==> src/rtl/ppa_pkg.sv <==
package ppa_pkg;
  localparam int unsigned RES_W = 8;
  localparam logic [RES_W-1:0] NO_PAGE = 8'h80;

  typedef enum logic [2:0] {
    OP_NOP         = 3'd0,
    OP_ALLOC       = 3'd1,
    OP_RESET_ALL   = 3'd2,
    OP_RX_POP      = 3'd3,
    OP_RX_POP_FREE = 3'd4,
    OP_FREE        = 3'd5,
    OP_TX_PUSH     = 3'd6,
    OP_TX_RESET    = 3'd7
  } ppa_op_e;
endpackage

==> src/rtl/ppa_low_free.sv <==
module ppa_low_free #(
  parameter int unsigned N  = 4,
  parameter int unsigned IW = 2
) (
  input  logic [N-1:0]  used_i,
  output logic          found_o,
  output logic [IW-1:0] idx_o
);
  always_comb begin
    found_o = 1'b0;
    idx_o   = '0;
    for (int i = N - 1; i >= 0; i--) begin
      if (!used_i[i]) begin
        found_o = 1'b1;
        idx_o   = IW'(i);
      end
    end
  end
endmodule

==> src/rtl/ppa_page_queue.sv <==
module ppa_page_queue #(
  parameter int unsigned DEPTH = 4,
  parameter int unsigned W     = 2,
  parameter int unsigned CW    = 3
) (
  input  logic          clk_i,
  input  logic          rst_ni,
  input  logic          clr_i,
  input  logic          push_i,
  input  logic          pop_i,
  input  logic [W-1:0]  din_i,
  output logic [W-1:0]  head_o,
  output logic [CW-1:0] cnt_o,
  output logic          empty_o,
  output logic          full_o
);
  logic [W-1:0]  mem_q [DEPTH];
  logic [W-1:0]  mem_n [DEPTH];
  logic [CW-1:0] cnt_q, cnt_n;

  // head at slot 0, entries shift down on pop
  always_comb begin
    for (int i = 0; i < DEPTH; i++) mem_n[i] = mem_q[i];
    cnt_n = cnt_q;
    if (clr_i) begin
      cnt_n = '0;
    end else begin
      if (pop_i && cnt_q != '0) begin
        for (int i = 0; i < DEPTH - 1; i++) mem_n[i] = mem_q[i+1];
        cnt_n = cnt_q - 1'b1;
      end
      if (push_i && cnt_n < CW'(DEPTH)) begin
        for (int i = 0; i < DEPTH; i++)
          if (CW'(i) == cnt_n) mem_n[i] = din_i;
        cnt_n = cnt_n + 1'b1;
      end
    end
  end

  always_ff @(posedge clk_i or negedge rst_ni) begin
    if (!rst_ni) begin
      cnt_q <= '0;
      for (int i = 0; i < DEPTH; i++) mem_q[i] <= '0;
    end else begin
      cnt_q <= cnt_n;
      for (int i = 0; i < DEPTH; i++) mem_q[i] <= mem_n[i];
    end
  end

  assign head_o  = mem_q[0];
  assign cnt_o   = cnt_q;
  assign empty_o = (cnt_q == '0);
  assign full_o  = (cnt_q == CW'(DEPTH));
endmodule

==> src/rtl/ppa_page_alloc.sv <==
module ppa_page_alloc
  import ppa_pkg::*;
#(
  parameter int unsigned NUM_PAGES = 4,
  localparam int unsigned PG_W  = (NUM_PAGES > 1) ? $clog2(NUM_PAGES) : 1,
  localparam int unsigned CNT_W = $clog2(NUM_PAGES + 1)
) (
  input  logic             clk_i,
  input  logic             rst_ni,
  input  logic             cmd_valid_i,
  input  logic [7:0]       cmd_i,
  input  logic [PG_W-1:0]  pkt_sel_i,
  input  logic             tx_en_i,
  input  logic             auto_rel_i,
  input  logic             done_pop_i,
  input  logic             rx_req_i,
  output logic [RES_W-1:0] alloc_result_o,
  output logic             alloc_done_o,
  output logic             rx_grant_o,
  output logic             rx_drop_o,
  output logic [PG_W-1:0]  rx_page_o,
  output logic             tx_start_o,
  output logic [PG_W-1:0]  tx_page_o,
  output logic [RES_W-1:0] done_head_o,
  output logic [RES_W-1:0] rx_head_o,
  output logic [CNT_W-1:0] tx_count_o,
  output logic [CNT_W-1:0] done_count_o,
  output logic [CNT_W-1:0] rx_count_o,
  output logic [CNT_W-1:0] used_count_o,
  output logic [CNT_W-1:0] mem_size_o
);
  function automatic logic [NUM_PAGES-1:0] page_bit(input logic [PG_W-1:0] idx);
    logic [NUM_PAGES-1:0] m;
    m = '0;
    m[idx] = 1'b1;
    return m;
  endfunction

  function automatic logic [CNT_W-1:0] pop_cnt(input logic [NUM_PAGES-1:0] v);
    logic [CNT_W-1:0] c;
    c = '0;
    for (int i = 0; i < NUM_PAGES; i++) c = c + CNT_W'(v[i]);
    return c;
  endfunction

  ppa_op_e op;
  logic is_alloc, is_reset_all, is_rx_pop, is_rx_pop_free, is_free, is_tx_push, is_tx_reset;

  logic [NUM_PAGES-1:0] used_q, used_n, used_mid, used_host, free_mask;
  logic [RES_W-1:0]     result_q, result_n;
  logic                 done_flag_q, done_flag_n;
  logic                 pending, host_want, host_grant, rx_try, rx_ok, drain;
  logic                 fa, fb;
  logic [PG_W-1:0]      ia, ib;

  logic [PG_W-1:0]  tx_head, done_head, rx_head;
  logic [CNT_W-1:0] tx_cnt, done_cnt, rx_cnt;
  logic             tx_empty, tx_full, done_empty, done_full, rx_empty, rx_full;

  logic             tx_start_q, rx_grant_q, rx_drop_q;
  logic [PG_W-1:0]  tx_page_q, rx_page_q;

  assign op             = ppa_op_e'(cmd_i[7:5]);
  assign is_alloc       = cmd_valid_i && (op == OP_ALLOC);
  assign is_reset_all   = cmd_valid_i && (op == OP_RESET_ALL);
  assign is_rx_pop      = cmd_valid_i && (op == OP_RX_POP);
  assign is_rx_pop_free = cmd_valid_i && (op == OP_RX_POP_FREE);
  assign is_free        = cmd_valid_i && (op == OP_FREE);
  assign is_tx_push     = cmd_valid_i && (op == OP_TX_PUSH);
  assign is_tx_reset    = cmd_valid_i && (op == OP_TX_RESET);

  // queue clears pre-empt the drain in the same cycle
  assign drain = tx_en_i && !tx_empty && !is_reset_all && !is_tx_reset;

  always_comb begin
    free_mask = '0;
    if (is_free)                        free_mask = free_mask | page_bit(pkt_sel_i);
    if (is_rx_pop_free && !rx_empty)    free_mask = free_mask | page_bit(rx_head);
    if (drain && auto_rel_i)            free_mask = free_mask | page_bit(tx_head);
  end

  assign used_mid = used_q & ~free_mask;

  // host allocator sees pages freed this cycle; receive allocator sees host grant
  assign pending   = (result_q == NO_PAGE);
  assign host_want = !is_reset_all && (is_alloc || pending);

  ppa_low_free #(.N(NUM_PAGES), .IW(PG_W)) u_find_host (
    .used_i (used_mid),
    .found_o(fa),
    .idx_o  (ia)
  );

  assign host_grant = host_want && fa;
  assign used_host  = host_grant ? (used_mid | page_bit(ia)) : used_mid;

  ppa_low_free #(.N(NUM_PAGES), .IW(PG_W)) u_find_rx (
    .used_i (used_host),
    .found_o(fb),
    .idx_o  (ib)
  );

  assign rx_try = rx_req_i && !is_reset_all;
  assign rx_ok  = rx_try && fb;

  always_comb begin
    if (is_reset_all)  used_n = '0;
    else if (rx_ok)    used_n = used_host | page_bit(ib);
    else               used_n = used_host;
  end

  always_comb begin
    result_n    = result_q;
    done_flag_n = done_flag_q;
    if (is_reset_all) begin
      result_n = '0;
    end else if (host_grant) begin
      result_n    = RES_W'(ia);
      done_flag_n = 1'b1;
    end else if (is_alloc) begin
      result_n    = NO_PAGE;
      done_flag_n = 1'b0;
    end
  end

  ppa_page_queue #(.DEPTH(NUM_PAGES), .W(PG_W), .CW(CNT_W)) u_tx_q (
    .clk_i  (clk_i),
    .rst_ni (rst_ni),
    .clr_i  (is_reset_all || is_tx_reset),
    .push_i (is_tx_push && !tx_full),
    .pop_i  (drain),
    .din_i  (pkt_sel_i),
    .head_o (tx_head),
    .cnt_o  (tx_cnt),
    .empty_o(tx_empty),
    .full_o (tx_full)
  );

  ppa_page_queue #(.DEPTH(NUM_PAGES), .W(PG_W), .CW(CNT_W)) u_done_q (
    .clk_i  (clk_i),
    .rst_ni (rst_ni),
    .clr_i  (is_reset_all || is_tx_reset),
    .push_i (drain && !auto_rel_i && !done_full),
    .pop_i  (done_pop_i && !done_empty),
    .din_i  (tx_head),
    .head_o (done_head),
    .cnt_o  (done_cnt),
    .empty_o(done_empty),
    .full_o (done_full)
  );

  ppa_page_queue #(.DEPTH(NUM_PAGES), .W(PG_W), .CW(CNT_W)) u_rx_q (
    .clk_i  (clk_i),
    .rst_ni (rst_ni),
    .clr_i  (is_reset_all),
    .push_i (rx_ok),
    .pop_i  ((is_rx_pop || is_rx_pop_free) && !rx_empty),
    .din_i  (ib),
    .head_o (rx_head),
    .cnt_o  (rx_cnt),
    .empty_o(rx_empty),
    .full_o (rx_full)
  );

  always_ff @(posedge clk_i or negedge rst_ni) begin
    if (!rst_ni) begin
      used_q      <= '0;
      result_q    <= '0;
      done_flag_q <= 1'b0;
      tx_start_q  <= 1'b0;
      tx_page_q   <= '0;
      rx_grant_q  <= 1'b0;
      rx_drop_q   <= 1'b0;
      rx_page_q   <= '0;
    end else begin
      used_q      <= used_n;
      result_q    <= result_n;
      done_flag_q <= done_flag_n;
      tx_start_q  <= drain;
      tx_page_q   <= tx_head;
      rx_grant_q  <= rx_ok;
      rx_drop_q   <= rx_try && !fb;
      rx_page_q   <= ib;
    end
  end

  assign alloc_result_o = result_q;
  assign alloc_done_o   = done_flag_q;
  assign rx_grant_o     = rx_grant_q;
  assign rx_drop_o      = rx_drop_q;
  assign rx_page_o      = rx_page_q;
  assign tx_start_o     = tx_start_q;
  assign tx_page_o      = tx_page_q;
  assign done_head_o    = done_empty ? NO_PAGE : RES_W'(done_head);
  assign rx_head_o      = rx_empty ? NO_PAGE : RES_W'(rx_head);
  assign tx_count_o     = tx_cnt;
  assign done_count_o   = done_cnt;
  assign rx_count_o     = rx_cnt;
  assign used_count_o   = pop_cnt(used_q);
  assign mem_size_o     = CNT_W'(NUM_PAGES);
endmodule

==> config.mk <==
export PLATFORM = sky130hd
export DESIGN_NAME = ppa_page_alloc
export DESIGN_NICKNAME = d
export VERILOG_FILES = /design/src/rtl/ppa_pkg.sv /design/src/rtl/ppa_low_free.sv /design/src/rtl/ppa_page_queue.sv /design/src/rtl/ppa_page_alloc.sv
export SDC_FILE = /design/constraint.sdc
export NUM_CORES = 1
export LEC_CHECK = 0
export ABC_AREA = 1
export BUFFER_PORTS_ARGS = -buffer_cell sky130_fd_sc_hd__buf_2
export CORE_MARGIN = 3
export CORE_UTILIZATION = 60
export DETAILED_ROUTE_END_ITERATION = 6
export PLACE_DENSITY = 0.86
export REMOVE_ABC_BUFFERS = 1
export SETUP_SLACK_MARGIN = 0.1
export SYNTH_ARGS = -nofsm -noshare
export SYNTH_HDL_FRONTEND = slang
export SYNTH_SLANG_ARGS = --single-unit
==> constraint.sdc <==
create_clock -name clk_i -period 4.88 [get_ports clk_i]
set_input_delay 0.488 -clock clk_i [delete_from_list [all_inputs] [get_ports clk_i]]
set_output_delay 0.488 -clock clk_i [all_outputs]
set_load 0.005 [all_outputs]
## Yosys cells after proc, flatten, opt, wreduce, memory -nomap -nowiden

Index checks and enable logic that the tools add are counted.
Widths: inputs -> output; s select.

- Multiplexer cells: 69
- Reductions and logical operators: 60
- Bitwise operators: 8
- $lt $le $gt $ge: 13
- $add $sub $neg: 9
- Equality and inequality tests: 19

Operators by type and width:

| cell | count |
|---|---|
| $mux 8 | 8 |
| $mux 2 | 20 |
| $mux 3 | 12 |
| $logic_and 1x1->1 | 33 |
| $mux 4 | 6 |
| $eq 2x3->1 const A | 6 |
| $eq 3x3->1 const B | 6 |
| $logic_not 3->1 | 6 |
| $mux 6 | 3 |
| $or 4x4->4 | 4 |
| $lt 2x3->1 const B | 5 |
| $mux 1 | 15 |
| $reduce_bool 3->1 | 4 |
| $demux 1 s2 | 5 |
| $ge 2x1->1 const B | 5 |
| $add 3x1->3 const B | 3 |
| $eq 1x3->1 const A | 3 |
| $logic_not 1->1 | 9 |
| $lt 3x3->1 const B | 3 |
| $reduce_and 3->1 | 3 |
| $sub 3x1->3 const B | 3 |
| $eq 8x8->1 const B | 1 |
| $eq 3x2->1 const B | 2 |
| $and 4x4->4 | 1 |
| other kinds (9) | 12 |

- Output and inout bits: 47
- Bits in registers: 53
- Logic and storage cells: 201
- Input port bits: 17

## Longest topological paths before layout

- Depth in word-level cells: 32
- Depth in mapped cells: 18
- Gate-level depth less buffers: 17

## Cells and area by module

From an unflattened synthesis, not the netlist that was laid out.

- Cell total of the unflattened synthesis: 542
- Area total of the unflattened synthesis: 3,624.7 sq um

Modules (own cells, without submodules):

| module | cells an instance | seq. area each (sq um) | area an instance (sq um) | times used |
|---|---|---|---|---|
| ppa_page_queue at u_done_q ... | 116 | 275.3 | 782.0 | 2 |
| ppa_page_alloc | 176 | 375.4 | 1,214.9 | 1 |
| ppa_page_queue at u_tx_q | 116 | 275.3 | 773.2 | 1 |
| ppa_low_free | 9 | 0.0 | 36.3 | 2 |

## Worst setup path before layout

Ideal clock, no wire load.

- Path type: input to register
- Start point: in cmd_i[5]
- End point: reg u_tx_q.cnt_q[2] (netlist: u_tx_q.cnt_o[2])
- Library setup time: 0.121 ns
- Cell stages on the path: 13
- Arrival time: 2.079 ns
- Setup slack: 2.679 ns
- Path buffers: 1
- Data required time: 4.759 ns
- Cell sequence: inv_2 nand2_1 nor2_2 nor2_2 nand2_1 buf_2 xor2_1 inv_1 ha_1 ha_1 nor2_1 nor2_1 nor2_1

- Word-level cells in the longest chain between the ends: 12
- Elaborated cells on any way between the ends: 20
- Those cells by class: add/sub (1); order compare (1); eq/ne (3); mux (4); reduce/logical (11)

RTL lines:

| what | RTL line | RTL |
|---|---|---|
| from (decl) | ppa_page_alloc.sv:11 | `input logic [7:0] cmd_i,` |
| $eq 3x2->1 | ppa_page_alloc.sv:65 | `assign is_reset_all = cmd_valid_i && (op == OP_RESET_ALL);` |
| $logic_and 1x1->1 | ppa_page_alloc.sv:65 |  |
| $logic_not 1->1 | ppa_page_alloc.sv:73 | `assign drain = tx_en_i && !tx_empty && !is_reset_all && !is_tx_reset;` |
| $logic_and 1x1->1 (2 in series) | ppa_page_alloc.sv:73 |  |
| $logic_and 1x1->1 | ppa_page_queue.sv:28 | `if (pop_i && cnt_q != '0) begin` |
| $mux 3 | ppa_page_queue.sv:28 |  |
| $mux 3 | ppa_page_queue.sv:25 | `if (clr_i) begin` |
| $lt 3x3->1 | ppa_page_queue.sv:32 | `if (push_i && cnt_n < CW'(DEPTH)) begin` |
| $logic_and 1x1->1 | ppa_page_queue.sv:32 |  |
| $mux 3 | ppa_page_queue.sv:32 |  |
| $mux 3 (*) | ppa_page_queue.sv:25 |  |
| net u_tx_q.cnt_n[2] | ppa_page_queue.sv:19 | `logic [CW-1:0] cnt_q, cnt_n;` |
| to (signal assigned) | ppa_page_queue.sv:45 | `cnt_q <= cnt_n;` |
| to (decl) | ppa_page_queue.sv:19 |  |

The timed path passes the listed nets; every way through them passes the cells marked *. The select of a mux whose other input is x is not followed.
A chain may end at the register's enable or synchronous reset.

## Worst setup path in the final report

- Start point: in cmd_i[6]
- End point: reg u_done_q.mem_q[2] (netlist name)

- Word-level cells in the longest chain between the ends: 9
- Elaborated cells on any way between the ends: 13
- Those cells by class: eq/ne (2); mux (1); reduce/logical (10)

RTL lines:

| what | RTL line | RTL |
|---|---|---|
| $eq 3x2->1 | ppa_page_alloc.sv:65 |  |
| $logic_and 1x1->1 | ppa_page_alloc.sv:65 |  |
| $logic_not 1->1 | ppa_page_alloc.sv:73 |  |
| $logic_and 1x1->1 (2 in series) | ppa_page_alloc.sv:73 |  |
| $logic_and 1x1->1 (2 in series) | ppa_page_alloc.sv:143 | `.push_i (drain && !auto_rel_i && !done_full),` |
| $logic_and 1x1->1 | ppa_page_queue.sv:32 |  |
| $mux 8 | ppa_page_queue.sv:32 |  |
| to (decl) | ppa_page_queue.sv:17 | `logic [W-1:0] mem_q [DEPTH];` |

Several ways; a longest one is shown, not always the timed one.

==> flow_metrics.env <==
export IMPL_die_w_um=79.9
export IMPL_worst_ep_arrival_time_ns=3.12
export IMPL_worstMarginPinSlew_ns=1.07
export IMPL_fp_dieH_um=79.9
export IMPL_top_layer="met4"
export IMPL_yosysWarnings=0
export IMPL_portBuffers=40
export IMPL_hold_viol_final=0
export IMPL_row_count=26
export IMPL_finalWirelength_mm=6.83
export IMPL_tns_ns=0
export IMPL_cts_hold_buf=0
export IMPL_synth_common_cells="nand2_1 (109), inv_1 (59), dfrtp_1 (48), nor2_1 (37), o21ai_0 (28)"
export IMPL_status="finished, final reports clean"
export IMPL_cts_made_buffers=5
export IMPL_min_period_over_period_pct=59.8
export IMPL_cts_resized=0
export IMPL_dp_hpwl_mm=5.08
export IMPL_yosysTopAreaCellShare_pct=36.6
export IMPL_ant_nets=0
export IMPL_hold_class="in -> async"
export IMPL_boundaryPins=64
export IMPL_grt_pass1_vias=2793
export IMPL_async_flop_share_pct=100
export IMPL_clock_skew_final_ns=0.00744
export IMPL_dr_wl_met3_um=356
export IMPL_crit_required_ns=5.08
export IMPL_grt_overflow=0
export IMPL_postCtsSetupBuffers=0
export IMPL_synthCells=439
export IMPL_area_growth_pct=8.47
export IMPL_worstSetupPathType="in -> reg"
export IMPL_crit_fanout=21
export IMPL_synth_edf_count=0
export IMPL_clk_path_buf_depth=2
export IMPL_startpoint_type="input pin"
export IMPL_power_density_nw_per_um2=583
export IMPL_slew_headroom_pct=28.9
export IMPL_wl_met1_mm=2.83
export IMPL_ys_ff_latch=48
export IMPL_slew_violations=0
export IMPL_cts_tree="yes"
export IMPL_clkSinkCount=48
export IMPL_antenna_found_initial=0
export IMPL_drt_pass1_iter_count=4
export IMPL_drtIter0Drc=223
export IMPL_ir_worst_vdd_mv=0.334
export IMPL_drv_cap=0
export IMPL_vias=2873
export IMPL_synth_largest_area_cell="dfrtp_1"
export IMPL_globalplace_congestion=0.908
export IMPL_synth_area_sq_um=3280
export IMPL_setup_viol=0
export IMPL_synth_flop_cell="dfrtp_1"
export IMPL_vias_per_cell=5.26
export IMPL_drc=0
export IMPL_filler_cell_count=447
export IMPL_drive_gt1_share_pct=16.0
export IMPL_synthTopCellsByArea="dfrtp_1 (37%), nand2_1 (12%), ha_1 (8.8%), inv_1 (6.8%), buf_4 (5.0%)"
export IMPL_cts_root_buf="clkbuf_8"
export IMPL_synth_distinct_cells=35
export IMPL_grt_max_degree=49
export IMPL_final_util_pct=68.3
export IMPL_routedWlPerCell_um=12.5
export IMPL_grt_usage_pct=23.1
export IMPL_core_area_sq_um=5200
export IMPL_num_antenna_cells=0
export IMPL_h_tree_depth=2
export IMPL_finalCriticalPeriod_ns=2.92
export IMPL_met2_length_mm=3.49
export IMPL_start_util_pct=63.0
export IMPL_crit_path_end_kind="flip-flop"
export IMPL_power_leakage_nw=1.98
export IMPL_grt_first_pass_wirelength_mm=11.7
export IMPL_fmaxAchievable_mhz=343
export IMPL_nets=516
export IMPL_die_area_sq_um=6390
export IMPL_clk_latency_ns=0.31
export IMPL_place_ws_ns=1.64
export IMPL_ys_seq_area_share_pct=36.6
export IMPL_syn_area_per_cell_sq_um=7.47
export IMPL_worst_hold_slack_ns=0.357
export IMPL_worst_slack_ns=1.96
export IMPL_clkTransAtPathRegs_ns=0.10
export IMPL_rsz0062_at_grt="no"
export IMPL_post_synth_top_count_cell="nand2_1"
[layout by cell type, fill, tap and decap left out, types with 6 or more instances in the layout]
cell type	netlist	routed
a21oi_1	17	17
o21ai_0	28	28
buf_2	1	40
ha_1	23	23
o21a_1	6	6
inv_1	59	59
conb_1	2	18
inv_2	6	6
dfrtp_1	48	48
nor3_1	7	7
nand2_1	109	109
nor2_1	37	37
nand2_2	6	6
o211ai_1	6	6
o21ai_1	9	9
nand3_1	18	18
[routing by layer]
layer,vias up,track usage [%]
met2,83,40.8
li1,1418,-
met3,15,5.53
met4,0,8.78
met5,-,0
met1,1357,26.7
[critical path, cell delays in order]
cell and delay (ns):
buf_2 0.13, nand2_1 0.12, nor2_4 0.07, nor2_2 0.62
nand2_1 0.47, a211oi_2 0.28, and2_1 0.34, nand2_1 0.19
o21ai_1 0.11, o211ai_1 0.11, o21a_1 0.16
[cell families (layout without fill, tap and decap cells)]
logic type | after synthesis | count (layout) | synth area share (%)
xor gates and xnor gates | 6 | 6 | 1.83
DFF | 48 | 48 | 36.6
and+or+nand+nor | 191 | 191 | 25.3
buffers and inverters | 93 | 114 | 13.2
adders and majority gates | 24 | 24 | 9.39
AOI/OAI and AO/OA | 75 | 75 | 13.4
other | 2 | 18 | 0.229
[final timing paths]
kind,start,endpoint,slack (ns),depth (start not counted)
setup / recovery,cmd_i[6],u_done_q.mem_q[2],1.96,11
min in group clk_i,rx_req_i,used_q[0],0.46,3
hold / removal,rst_ni,u_tx_q.mem_q[4],0.36,1
setup reg to reg,u_tx_q.cnt_o[0],u_rx_q.head_o[1],2.33,13
hold reg to reg,alloc_done_o,alloc_done_o,0.49,2
max in group asynchronous,rst_ni,rx_drop_o,3.86,1
[power breakdown]
| group | leakage, nW | total, W | internal (W) | switching, W |
|---|---|---|---|---|
| sequential | 0.596 | 0.000646 | 0.000559 | 0.0000864 |
| clock | 0.0548 | 0.000299 | 0.000154 | 0.000145 |
| combinational | 1.33 | 0.00113 | 0.000428 | 0.000699 |
[sequential cells by signal, indices dropped and copies added (netlist names)]
| signal | count |
|---|---|
| alloc_done_o | 1 |
| alloc_result_o | 3 |
| rx_drop_o | 1 |
| rx_grant_o | 1 |
| rx_page_o | 2 |
| tx_page_o | 2 |
| tx_start_o | 1 |
| u_done_q.cnt_o | 3 |
| u_done_q.head_o | 2 |
| u_done_q.mem_q | 6 |
| u_rx_q.cnt_o | 3 |
| u_rx_q.head_o | 2 |
| u_rx_q.mem_q | 6 |
| u_tx_q.cnt_o | 3 |
| u_tx_q.head_o | 2 |
| u_tx_q.mem_q | 6 |
| used_q | 4 |
[final cells by class]
type	instances	area, sq um	area share, %
multi-input cells	314	1700	47.9
inverters	66	248	6.97
well taps	70	87.6	2.46
flip-flops and latches	48	1200	33.8
repair buffers	40	200	5.63
clock buffers	5	68.8	1.94
clock inverters	3	46.3	1.30
[metrics by stage]
step	instances	cell area (sq um)	power, W
2_1_floorplan	428	3150	0.00143
5_1_grt	546	3560	0.00229
6_report	546	3560	0.00207
3_3_place_gp	538	3440	0.00172
3_5_place_dp	538	3440	0.00177
4_1_cts	546	3560	0.00208
No activity file was read; power rests on OpenSTA's default activity.
